--- config.mk ---
export PLATFORM = sky130hd
export DESIGN_NAME = pcm_bank_sched
export DESIGN_NICKNAME = d
export VERILOG_FILES = /design/src/rtl/pcm_sched_pkg.sv /design/src/rtl/pcm_rd_queue.sv /design/src/rtl/pcm_wr_buffer.sv /design/src/rtl/pcm_bank_array.sv /design/src/rtl/pcm_bank_sched.sv
export SDC_FILE = /design/constraint.sdc
export NUM_CORES = 1
export LEC_CHECK = 0
export CAP_MARGIN = 30
export CELL_PAD_IN_SITES_DETAIL_PLACEMENT = 1
export CELL_PAD_IN_SITES_GLOBAL_PLACEMENT = 1
export CORE_MARGIN = 2
export CORE_UTILIZATION = 47
export DETAILED_ROUTE_END_ITERATION = 10
export PLACE_DENSITY_LB_ADDON = 0.05
export SYNTH_ARGS = -nofsm -noshare
export SYNTH_HDL_FRONTEND = slang
export SYNTH_HIERARCHICAL = 1
export SYNTH_SLANG_ARGS = --single-unit
--- constraint.sdc ---
create_clock -name clk -period 3.9 [get_ports clk]
set_input_delay 1.17 -clock clk [delete_from_list [all_inputs] [get_ports clk]]
set_output_delay 1.17 -clock clk [all_outputs]
set_load 0.05 [all_outputs]
--- src/rtl/pcm_sched_pkg.sv ---
package pcm_sched_pkg;

    localparam int PCM_ADDR_W = 4;
    localparam int PCM_DATA_W = 16;
    localparam int PCM_ITER_W = 3;

    typedef enum logic [1:0] {
        OP_IDLE = 2'd0,
        OP_READ = 2'd1,
        OP_PROG = 2'd2
    } bank_op_e;

    typedef logic [PCM_ADDR_W-1:0] pcm_addr_t;
    typedef logic [PCM_DATA_W-1:0] pcm_data_t;
    typedef logic [PCM_ITER_W:0]   pcm_iter_t;

    typedef struct packed {
        pcm_addr_t               addr;
        pcm_data_t               data;
        logic [PCM_ITER_W-1:0]   iters_m1;
    } wr_entry_t;

    // Number of program iterations a request asks for (field holds count - 1).
    function automatic pcm_iter_t iter_total(input logic [PCM_ITER_W-1:0] f);
        return {1'b0, f} + {{PCM_ITER_W{1'b0}}, 1'b1};
    endfunction

endpackage

--- src/rtl/pcm_rd_queue.sv ---
module pcm_rd_queue
    import pcm_sched_pkg::*;
#(
    parameter int DEPTH = 4
) (
    input  logic      clk,
    input  logic      rst,
    input  logic      push,
    input  pcm_addr_t din,
    input  logic      pop,
    output pcm_addr_t dout,
    output logic      empty,
    output logic      full
);
    localparam int PTR_W = $clog2(DEPTH);
    localparam int CNT_W = PTR_W + 1;
    localparam logic [CNT_W-1:0] FULL_CNT = CNT_W'(DEPTH);
    localparam logic [CNT_W-1:0] CNT_ONE  = CNT_W'(1);
    localparam logic [PTR_W-1:0] PTR_ONE  = PTR_W'(1);

    pcm_addr_t        mem [DEPTH];
    logic [PTR_W-1:0] wr_ptr;
    logic [PTR_W-1:0] rd_ptr;
    logic [CNT_W-1:0] count;

    always_ff @(posedge clk) begin
        if (push) mem[wr_ptr] <= din;
    end

    always_ff @(posedge clk) begin
        if (rst) begin
            wr_ptr <= '0;
            rd_ptr <= '0;
            count  <= '0;
        end else begin
            if (push) wr_ptr <= wr_ptr + PTR_ONE;
            if (pop)  rd_ptr <= rd_ptr + PTR_ONE;
            case ({push, pop})
                2'b10:   count <= count + CNT_ONE;
                2'b01:   count <= count - CNT_ONE;
                default: count <= count;
            endcase
        end
    end

    assign dout  = mem[rd_ptr];
    assign empty = (count == '0);
    assign full  = (count == FULL_CNT);

    p_rq_no_overflow_r2: assert property (@(posedge clk) disable iff (rst)
        push |-> (count != FULL_CNT));

    p_rq_pop_valid_r10: assert property (@(posedge clk) disable iff (rst)
        pop |-> (count != '0));

endmodule

--- src/rtl/pcm_wr_buffer.sv ---
module pcm_wr_buffer
    import pcm_sched_pkg::*;
#(
    parameter int DEPTH = 4
) (
    input  logic      clk,
    input  logic      rst,
    input  logic      push,
    input  wr_entry_t din,
    input  logic      pop,
    output wr_entry_t head,
    output logic      empty,
    output logic      full,
    input  pcm_addr_t look_addr,
    output logic      look_hit,
    output pcm_data_t look_data
);
    localparam int PTR_W = $clog2(DEPTH);
    localparam int CNT_W = PTR_W + 1;
    localparam logic [CNT_W-1:0] FULL_CNT = CNT_W'(DEPTH);
    localparam logic [CNT_W-1:0] CNT_ONE  = CNT_W'(1);
    localparam logic [PTR_W-1:0] PTR_ONE  = PTR_W'(1);

    wr_entry_t        mem [DEPTH];
    logic [PTR_W-1:0] wr_ptr;
    logic [PTR_W-1:0] rd_ptr;
    logic [CNT_W-1:0] count;

    always_ff @(posedge clk) begin
        if (push) mem[wr_ptr] <= din;
    end

    always_ff @(posedge clk) begin
        if (rst) begin
            wr_ptr <= '0;
            rd_ptr <= '0;
            count  <= '0;
        end else begin
            if (push) wr_ptr <= wr_ptr + PTR_ONE;
            if (pop)  rd_ptr <= rd_ptr + PTR_ONE;
            case ({push, pop})
                2'b10:   count <= count + CNT_ONE;
                2'b01:   count <= count - CNT_ONE;
                default: count <= count;
            endcase
        end
    end

    assign head  = mem[rd_ptr];
    assign empty = (count == '0);
    assign full  = (count == FULL_CNT);

    // Per-slot match, walked oldest to youngest so the youngest match wins.
    logic [DEPTH-1:0] slot_hit;
    pcm_data_t        slot_data [DEPTH];

    for (genvar g = 0; g < DEPTH; g++) begin : g_slot
        logic [PTR_W-1:0] idx;
        assign idx          = rd_ptr + PTR_W'(g);
        assign slot_hit[g]  = (CNT_W'(g) < count) && (mem[idx].addr == look_addr);
        assign slot_data[g] = mem[idx].data;
    end

    always_comb begin
        look_hit  = 1'b0;
        look_data = '0;
        for (int i = 0; i < DEPTH; i++) begin
            if (slot_hit[i]) begin
                look_hit  = 1'b1;
                look_data = slot_data[i];
            end
        end
    end

    p_wq_no_overflow_r2: assert property (@(posedge clk) disable iff (rst)
        push |-> (count != FULL_CNT));

    p_wq_pop_valid_r4: assert property (@(posedge clk) disable iff (rst)
        pop |-> (count != '0));

endmodule

--- src/rtl/pcm_bank_array.sv ---
module pcm_bank_array
    import pcm_sched_pkg::*;
(
    input  logic      clk,
    input  logic      rst,
    input  logic      we,
    input  pcm_addr_t waddr,
    input  pcm_data_t wdata,
    input  pcm_addr_t raddr,
    output pcm_data_t rdata
);
    localparam int WORDS = 1 << PCM_ADDR_W;

    pcm_data_t cells [WORDS];

    always_ff @(posedge clk) begin
        if (rst) begin
            for (int i = 0; i < WORDS; i++) cells[i] <= '0;
        end else if (we) begin
            cells[waddr] <= wdata;
        end
    end

    assign rdata = cells[raddr];

endmodule

--- src/rtl/pcm_bank_sched.sv ---
module pcm_bank_sched
    import pcm_sched_pkg::*;
#(
    parameter int RQ_DEPTH = 4,
    parameter int WQ_DEPTH = 4,
    parameter int RD_LAT   = 3,
    parameter int ITER_LAT = 8,
    parameter int WIN_W    = 8
) (
    input  logic                  clk,
    input  logic                  rst,
    input  logic                  rd_valid,
    input  logic [PCM_ADDR_W-1:0] rd_addr,
    output logic                  rd_ready,
    input  logic                  wr_valid,
    input  logic [PCM_ADDR_W-1:0] wr_addr,
    input  logic [PCM_DATA_W-1:0] wr_data,
    input  logic [PCM_ITER_W-1:0] wr_iters,
    output logic                  wr_ready,
    input  logic [WIN_W-1:0]      cancel_win,
    output logic                  rsp_valid,
    output logic [PCM_ADDR_W-1:0] rsp_addr,
    output logic [PCM_DATA_W-1:0] rsp_data,
    output logic [1:0]            bank_op
);
    localparam int LAT_MAX = (ITER_LAT > RD_LAT) ? ITER_LAT : RD_LAT;
    localparam int CNT_W   = $clog2(LAT_MAX + 1);
    localparam logic [CNT_W-1:0] RD_INIT  = CNT_W'(RD_LAT - 1);
    localparam logic [CNT_W-1:0] IT_INIT  = CNT_W'(ITER_LAT - 1);
    localparam logic [CNT_W-1:0] CNT_ONE  = CNT_W'(1);
    localparam logic [WIN_W-1:0] WIN_ONE  = WIN_W'(1);
    localparam logic [WIN_W-1:0] WIN_SAT  = {WIN_W{1'b1}};
    localparam pcm_iter_t        ITER_ONE = pcm_iter_t'(1);

    // ---------------- queues and storage ----------------
    logic      rq_push, rq_pop, rq_empty, rq_full;
    pcm_addr_t rq_head;
    logic      wq_push, wq_pop, wq_empty, wq_full;
    wr_entry_t wq_in, wq_head;
    logic      fwd_hit;
    pcm_data_t fwd_data, arr_data;

    assign rd_ready = !rq_full;
    assign wr_ready = !wq_full;
    assign rq_push  = rd_valid && !rq_full;
    assign wq_push  = wr_valid && !wq_full;
    assign wq_in    = '{addr: wr_addr, data: wr_data, iters_m1: wr_iters};

    pcm_rd_queue #(.DEPTH(RQ_DEPTH)) u_rq (
        .clk(clk), .rst(rst), .push(rq_push), .din(rd_addr), .pop(rq_pop),
        .dout(rq_head), .empty(rq_empty), .full(rq_full)
    );

    pcm_wr_buffer #(.DEPTH(WQ_DEPTH)) u_wq (
        .clk(clk), .rst(rst), .push(wq_push), .din(wq_in), .pop(wq_pop),
        .head(wq_head), .empty(wq_empty), .full(wq_full),
        .look_addr(rq_head), .look_hit(fwd_hit), .look_data(fwd_data)
    );

    pcm_bank_array u_arr (
        .clk(clk), .rst(rst), .we(wq_pop), .waddr(wq_head.addr), .wdata(wq_head.data),
        .raddr(rq_head), .rdata(arr_data)
    );

    // ---------------- scheduler state ----------------
    bank_op_e         state;
    logic [CNT_W-1:0] cnt;
    pcm_iter_t        prog;      // iterations of the head write already finished
    logic [WIN_W-1:0] elapsed;   // program cycles since a fresh start
    logic             fresh;     // current write began at iteration one
    pcm_addr_t        rd_addr_q;
    pcm_data_t        rd_data_q;

    logic      cancel_now, iter_end, wr_finish, pause_now;
    pcm_iter_t prog_next;

    assign rq_pop     = (state == OP_IDLE) && !rq_empty;
    assign cancel_now = (state == OP_PROG) && fresh && !rq_empty
                        && (elapsed < cancel_win) && !wq_full;
    assign iter_end   = (state == OP_PROG) && !cancel_now && (cnt == '0);
    assign prog_next  = prog + ITER_ONE;
    assign wr_finish  = iter_end && (prog_next == iter_total(wq_head.iters_m1));
    assign pause_now  = iter_end && !wr_finish && !rq_empty && !wq_full;
    assign wq_pop     = wr_finish;

    always_ff @(posedge clk) begin
        if (rst) begin
            state     <= OP_IDLE;
            cnt       <= '0;
            prog      <= '0;
            elapsed   <= '0;
            fresh     <= 1'b0;
            rd_addr_q <= '0;
            rd_data_q <= '0;
            rsp_valid <= 1'b0;
            rsp_addr  <= '0;
            rsp_data  <= '0;
        end else begin
            rsp_valid <= 1'b0;
            case (state)
                OP_IDLE: begin
                    if (!rq_empty) begin
                        rd_addr_q <= rq_head;
                        rd_data_q <= fwd_hit ? fwd_data : arr_data;
                        cnt       <= RD_INIT;
                        state     <= OP_READ;
                    end else if (!wq_empty) begin
                        cnt     <= IT_INIT;
                        elapsed <= '0;
                        fresh   <= (prog == '0);
                        state   <= OP_PROG;
                    end
                end
                OP_READ: begin
                    if (cnt == '0) begin
                        rsp_valid <= 1'b1;
                        rsp_addr  <= rd_addr_q;
                        rsp_data  <= rd_data_q;
                        state     <= OP_IDLE;
                    end else begin
                        cnt <= cnt - CNT_ONE;
                    end
                end
                OP_PROG: begin
                    if (elapsed != WIN_SAT) elapsed <= elapsed + WIN_ONE;
                    if (cancel_now) begin
                        prog  <= '0;
                        state <= OP_IDLE;
                    end else if (iter_end) begin
                        if (wr_finish) begin
                            prog  <= '0;
                            state <= OP_IDLE;
                        end else if (pause_now) begin
                            prog  <= prog_next;
                            state <= OP_IDLE;
                        end else begin
                            prog <= prog_next;
                            cnt  <= IT_INIT;
                        end
                    end else begin
                        cnt <= cnt - CNT_ONE;
                    end
                end
                default: state <= OP_IDLE;
            endcase
        end
    end

    assign bank_op = state;

    // ---------------- assertions ----------------
    p_read_first_r1: assert property (@(posedge clk) disable iff (rst)
        (state == OP_IDLE && !rq_empty) |=> (state == OP_READ));

    p_rsp_after_read_r3: assert property (@(posedge clk) disable iff (rst)
        rsp_valid |-> ($past(state) == OP_READ));

    p_cancel_r5: assert property (@(posedge clk) disable iff (rst)
        (state == OP_PROG && fresh && !rq_empty && elapsed < cancel_win && !wq_full)
        |=> (state == OP_IDLE && prog == '0));

    p_resume_keeps_progress_r7: assert property (@(posedge clk) disable iff (rst)
        (state == OP_IDLE && rq_empty && !wq_empty && prog != '0)
        |=> (state == OP_PROG && $stable(prog) && !fresh));

    p_full_no_yield_r9: assert property (@(posedge clk) disable iff (rst)
        (state == OP_PROG && wq_full && !wq_pop) |=> (state == OP_PROG));

endmodule

; Yosys cells after proc, flatten, opt, wreduce, memory -nomap -nowiden
; Memories as Yosys holds them, arrays and structs flattened. A register that Yosys moved wholly into a read port is not among the register bits.
; Index checks and enable logic that the tools add are counted.
; W data, S select, Z words.
[totals]
regBits = 74
ramBits = 364
in_bits = 39
out_inout_bits = 25
word_cells = 158
mem_count = 3
[classes]
n_addsub = 14
order_cmp = 5
eq_ne = 25
n_mux = 51
bitwise = 3
reduce_logical = 41
[mem_list]
columns = memory, depth, width, rd, rd_ports_with_merged_regs, write_ports, line
row1 = u_arr.cells, 16, 16, 1, 0, 16, pcm_bank_array.sv:14  ; pcm_data_t cells [WORDS];
row2 = u_wq.mem, 4, 23, 4, 1, 1, pcm_wr_buffer.sv:24  ; wr_entry_t mem [DEPTH];
row3 = u_rq.mem, 4, 4, 1, 1, 1, pcm_rd_queue.sv:21  ; pcm_addr_t mem [DEPTH];
[op_table]
columns = op, count
row1 = $mux W16, 6
row2 = $mux W4, 11
row3 = $mux W8, 3
row4 = $mux W2, 11
row5 = $eq A4 B4 Y1, 5
row6 = $logic_and A1 B1 Y1, 17
row7 = $pmux W8 S2, 1
row8 = $reduce_or A16 Y1, 1
row9 = $mux W1, 15
row10 = $ne A3 B3 Y1 const B, 4
row11 = $pmux W3 S2, 2
row12 = $pmux W4 S3, 1
row13 = $ne A2 B2 Y1 const B, 5
row14 = $add A2 B1 Y2 const B, 4
row15 = $add A8 B1 Y8 const B, 1
row16 = $logic_not A4 Y1, 2
row17 = $lt A8 B8 Y1, 1
row18 = $ne A8 B8 Y1 const B, 1
row19 = $reduce_and A4 Y1, 2
row20 = $reduce_bool A2 Y1, 4
row21 = $add A3 B1 Y3 const B, 2
row22 = $eq A2 B1 Y1 const B, 3
row23 = $eq A2 B2 Y1 const B, 3
row24 = $eq A3 B3 Y1 const B, 2
row25 = other kinds (19), 32

; Depth between registers and ports, before layout
[logic_depth]
ltp_word = 18
mapped_depth = 13
mapped_depth_nobuf = 12

; By module
; The synthesis kept the hierarchy.
[modules_own_cells]
columns = mod, instances, cells_each, area_each_um2, seq_area_each_um2
row1 = pcm_bank_array, 1, 722, 11543.6, 7687.4
row2 = pcm_wr_buffer, 1, 414, 6069.6, 2942.8
row3 = pcm_bank_sched, 1, 357, 2965.3, 1201.2
row4 = pcm_rd_queue, 1, 67, 1012.2, 660.6

; Worst setup path before layout
; OpenSTA, ideal clock, no wires.
[synth_timing]
path_kind = register to register
startpoint = register (tool-made name)
endpoint = memory u_arr/cells[0][0] in the netlist's numbering (enable)
setup_time_ns = 0.334
arrival_time_ns = 3.954
required_time_ns = 3.566
slack_ns = -0.388
stages_incl_launch_ff = 13
path_buffers = 3
synth_period_minus_slack_ns = 4.288
cell_sequence = dfxtp_1 -> buf_2 -> buf_2 -> buf_2 -> mux4_2 -> ha_1 -> xor2_1 -> nor2_1 -> nand3_1 -> nor3_1 -> or4b_4 -> nor3_4 -> or2_2
[synth_lines]
columns = item, line
row1 = end: declaration, pcm_bank_array.sv:14

==> flow_summary.ini <==
[sta]
slew_viol_final = 0
fin_skew_ps = 22.2
layout_min_cycle_time_ps = 3690
fin_tns_setup_ps = 0
fmaxAchievable_ghz = 0.271
timing.final.hold_violations = 0
tightest_slew_ps = 1040
holdWs_ps = 455
setup_viol = 0
max-slew-margin-rel_pct = 30.9
fin_crit_sh_pct = 94.7
fin_ws_ps = 207
rsz0062_at_grt = no

[setup_path]
cp.required_ps = 4170
crit_top_cell = nor3_4
path_class = register to register
max_stage_delay_ps = 650
regToRegSetupSlack_ps = 210
crit_family = simple AND/OR/NAND/NOR gates
path_cells = mux4_2 > ha_1 > xor2_1 > nor2_1 > nand3_1 > nor3_4 > or4b_4 > nor3_4 > or2_4
path_max_fanout = 16
end_kind = register
critPathSlowestCell = mux4_2
critPathBufInv = 0
crit_arrival_ps = 3960
worstSetupStartpointType = register
cp_num_cells = 9
reg2regPathDepth = 9

[synth]
ys_types = 65
synthXorXnorAreaFrac_pct = 1.73
yosysWarnings = 6
yosys.area.top_type = edfxtp_1
synth_top_family_by_area = multiplexers
synthMuxAreaShare_pct = 16.1
synthCells = 1560
synth_nets = 1630
ys_ff_latch = 442
synth_adder_area_share_pct = 1.83
seq_area_frac_synth_pct = 57.9
synth_compound_area_share_pct = 5.31
ys_top_cells_by_area = edfxtp_1 (51%), mux4_2 (12%), and2_1 (7.8%)
synth-simple-area-share_pct = 14.6
syn_avg_cell_area_um2 = 13.8
synth_area_um2 = 21600
synth-edff-count = 364
ys.flop_type = edfxtp_1
synth_top_area_share_pct = 50.6
ys_async_sr_fraction_pct = 0

[min_path]
holdPathStages = 2
hp-class = register to register
min-delay-start = rsp_data[14]$_SDFFE_PP0P_

[pwr]
leakagePower_nw = 8.68
powerDensity_nw_per_um2 = 556
seqPwrFrac_pct = 40.6
p_sw_share_pct = 31.0
p_clk_share_pct = 32.5
pwr-share-comb_pct = 27.0
vdd_drop_max_mv = 0.540
intPower_mw = 9.54
p_switching_mw = 4.28

[clock_tree]
clk_pin_slew_ps = 60
cts_buffers = 48
cts_sinks = 442
clockRootBuffer = clkbuf_16
cts_resized = 0
cts_hold_buf = 0
clk_latency_ps = 590
h-tree-depth = 2
postCtsSetupRepairBufs = 0
cts_tree = yes
cts_max_path_buffers = 3

[finish]
nNetsFinal = 1710
stdcell_count = 2280
diodes = 0
design_area_um2 = 24900
final_cell_mix = edfxtp_1 (364), and2_1 (269), nand2_1 (119), mux4_2 (115), nor2_1 (78)
layout_commonest_cell = edfxtp_1
synthToLayoutAreaGrowth_pct = 15.2
drive_gt1_share_pct = 20.3

[die]
dieArea_um2 = 47700
ios = 64
die_h_um = 218
core_area_um2 = 45400
rows = 78
start_util_pct = 47.6
die_w_um = 218

[flow_run]
drv_cap = 0

[drt]
first_pass_iters = 5
viasPerCell = 5.73
num_vias = 13100
ant_nets = 0
route.detailed.drc = 0
routed_wl_um = 57000
drt-initial-drc-count = 986
avgRoutedWirePerCell_um = 25.0

[global_route]
grt_first_pass_wirelength_um = 86800
grt_pass1_vias = 13800
track_usage_pct = 24.6
grt_max_degree = 82
antenna_found_initial = 1
overflow = 0

[placement]
dp.cells = 2190
placed_area_um2 = 23300
place_ws_ps = -229
hpwl_um = 38700
gp_routability_congestion = 0.824
portBuffers = 63

[status]
status = completed
-- power by group through the flow --
| stage | Clock (mW) | Sequential [mW] | Combinational, mW |
|---|---|---|---|
| floorplan | 0 | 5.71 | 2.43 |
| global placement | 0 | 5.69 | 3.70 |
| detailed placement | 0 | 5.71 | 3.76 |
| CTS | 4.60 | 5.61 | 3.77 |
| global route | 4.75 | 5.65 | 4.01 |
| finish | 4.49 | 5.61 | 3.73 |
-- worst min-delay path: cells and delay by family, from the launching register on --
| kind | cells | cell delay, ps |
|---|---|---|
| flip-flops | 1 | 300 |
| AND/OR/NAND/NOR | 1 | 50 |
| AO/OA/AOI/OAI | 1 | 50 |
-- routing by layer --
| layer | vias to the layer above | routed length (µm) | global-route usage, % |
|---|---|---|---|
| met5 | - | 0 | 0 |
| met4 | 0 | 1220 | 6.46 |
| met3 | 63 | 2800 | 3.37 |
| met2 | 291 | 27700 | 41.2 |
| met1 | 6735 | 25200 | 34.0 |
| li1 | 5980 | - | - |
-- Yosys cell counts (all sizes together) (29+ instances only) --
cell type  count
clkbuf        76
dfxtp         78
mux2          32
a21oi         52
mux2i         38
nand2        119
buf           31
ha            30
edfxtp       364
mux4         119
and2         269
nor2          84
a22oi         32
inv           29
-- area by class of cell --
cell class | count | area [µm²]
fillers | 4382 | 20500
repair buffers | 137 | 1420
clock inverters | 36 | 305
well taps | 600 | 751
flip-flops and latches | 442 | 12500
clock buffers | 54 | 1240
multi-input cells | 982 | 8550
inverters | 29 | 109
-- metrics by stage --
stage	util, %	total power, mW
global route	54.8	14.4
finish	54.8	13.8
floorplan	-	8.14
CTS	54.8	14.0
global placement	51.4	9.39
detailed placement	51.4	9.46
-- flip-flops by register name (all words and copies together) (netlist names), 8 cells and up, named ones only --
name	flops
rsp_data	16
u_wq/mem	92
elapsed	8
u_rq/mem	16
rd_data_q	16
u_arr/cells	256
-- kinds of logic after synthesis --
logic type               count (synthesis)
buffers and inverters                  136
multiplexers                           189
flip-flops                             442
AND/OR/NAND/NOR                        562
AO/OA/AOI/OAI                          159
XOR/XNOR                                41
adder cells (fa/ha/maj)                 31
-- final timing paths --
| path | to |
|---|---|
| max | u_arr/cells[0][7]$_SDFFCE_PN0P_ |
| min | rsp_data[14]$_SDFFE_PP0P_ |
| max reg2reg | u_arr/cells[0][7]$_SDFFCE_PN0P_ |
| min reg2reg | rsp_data[14]$_SDFFE_PP0P_ |
Power figures use the tool's default switching activity.
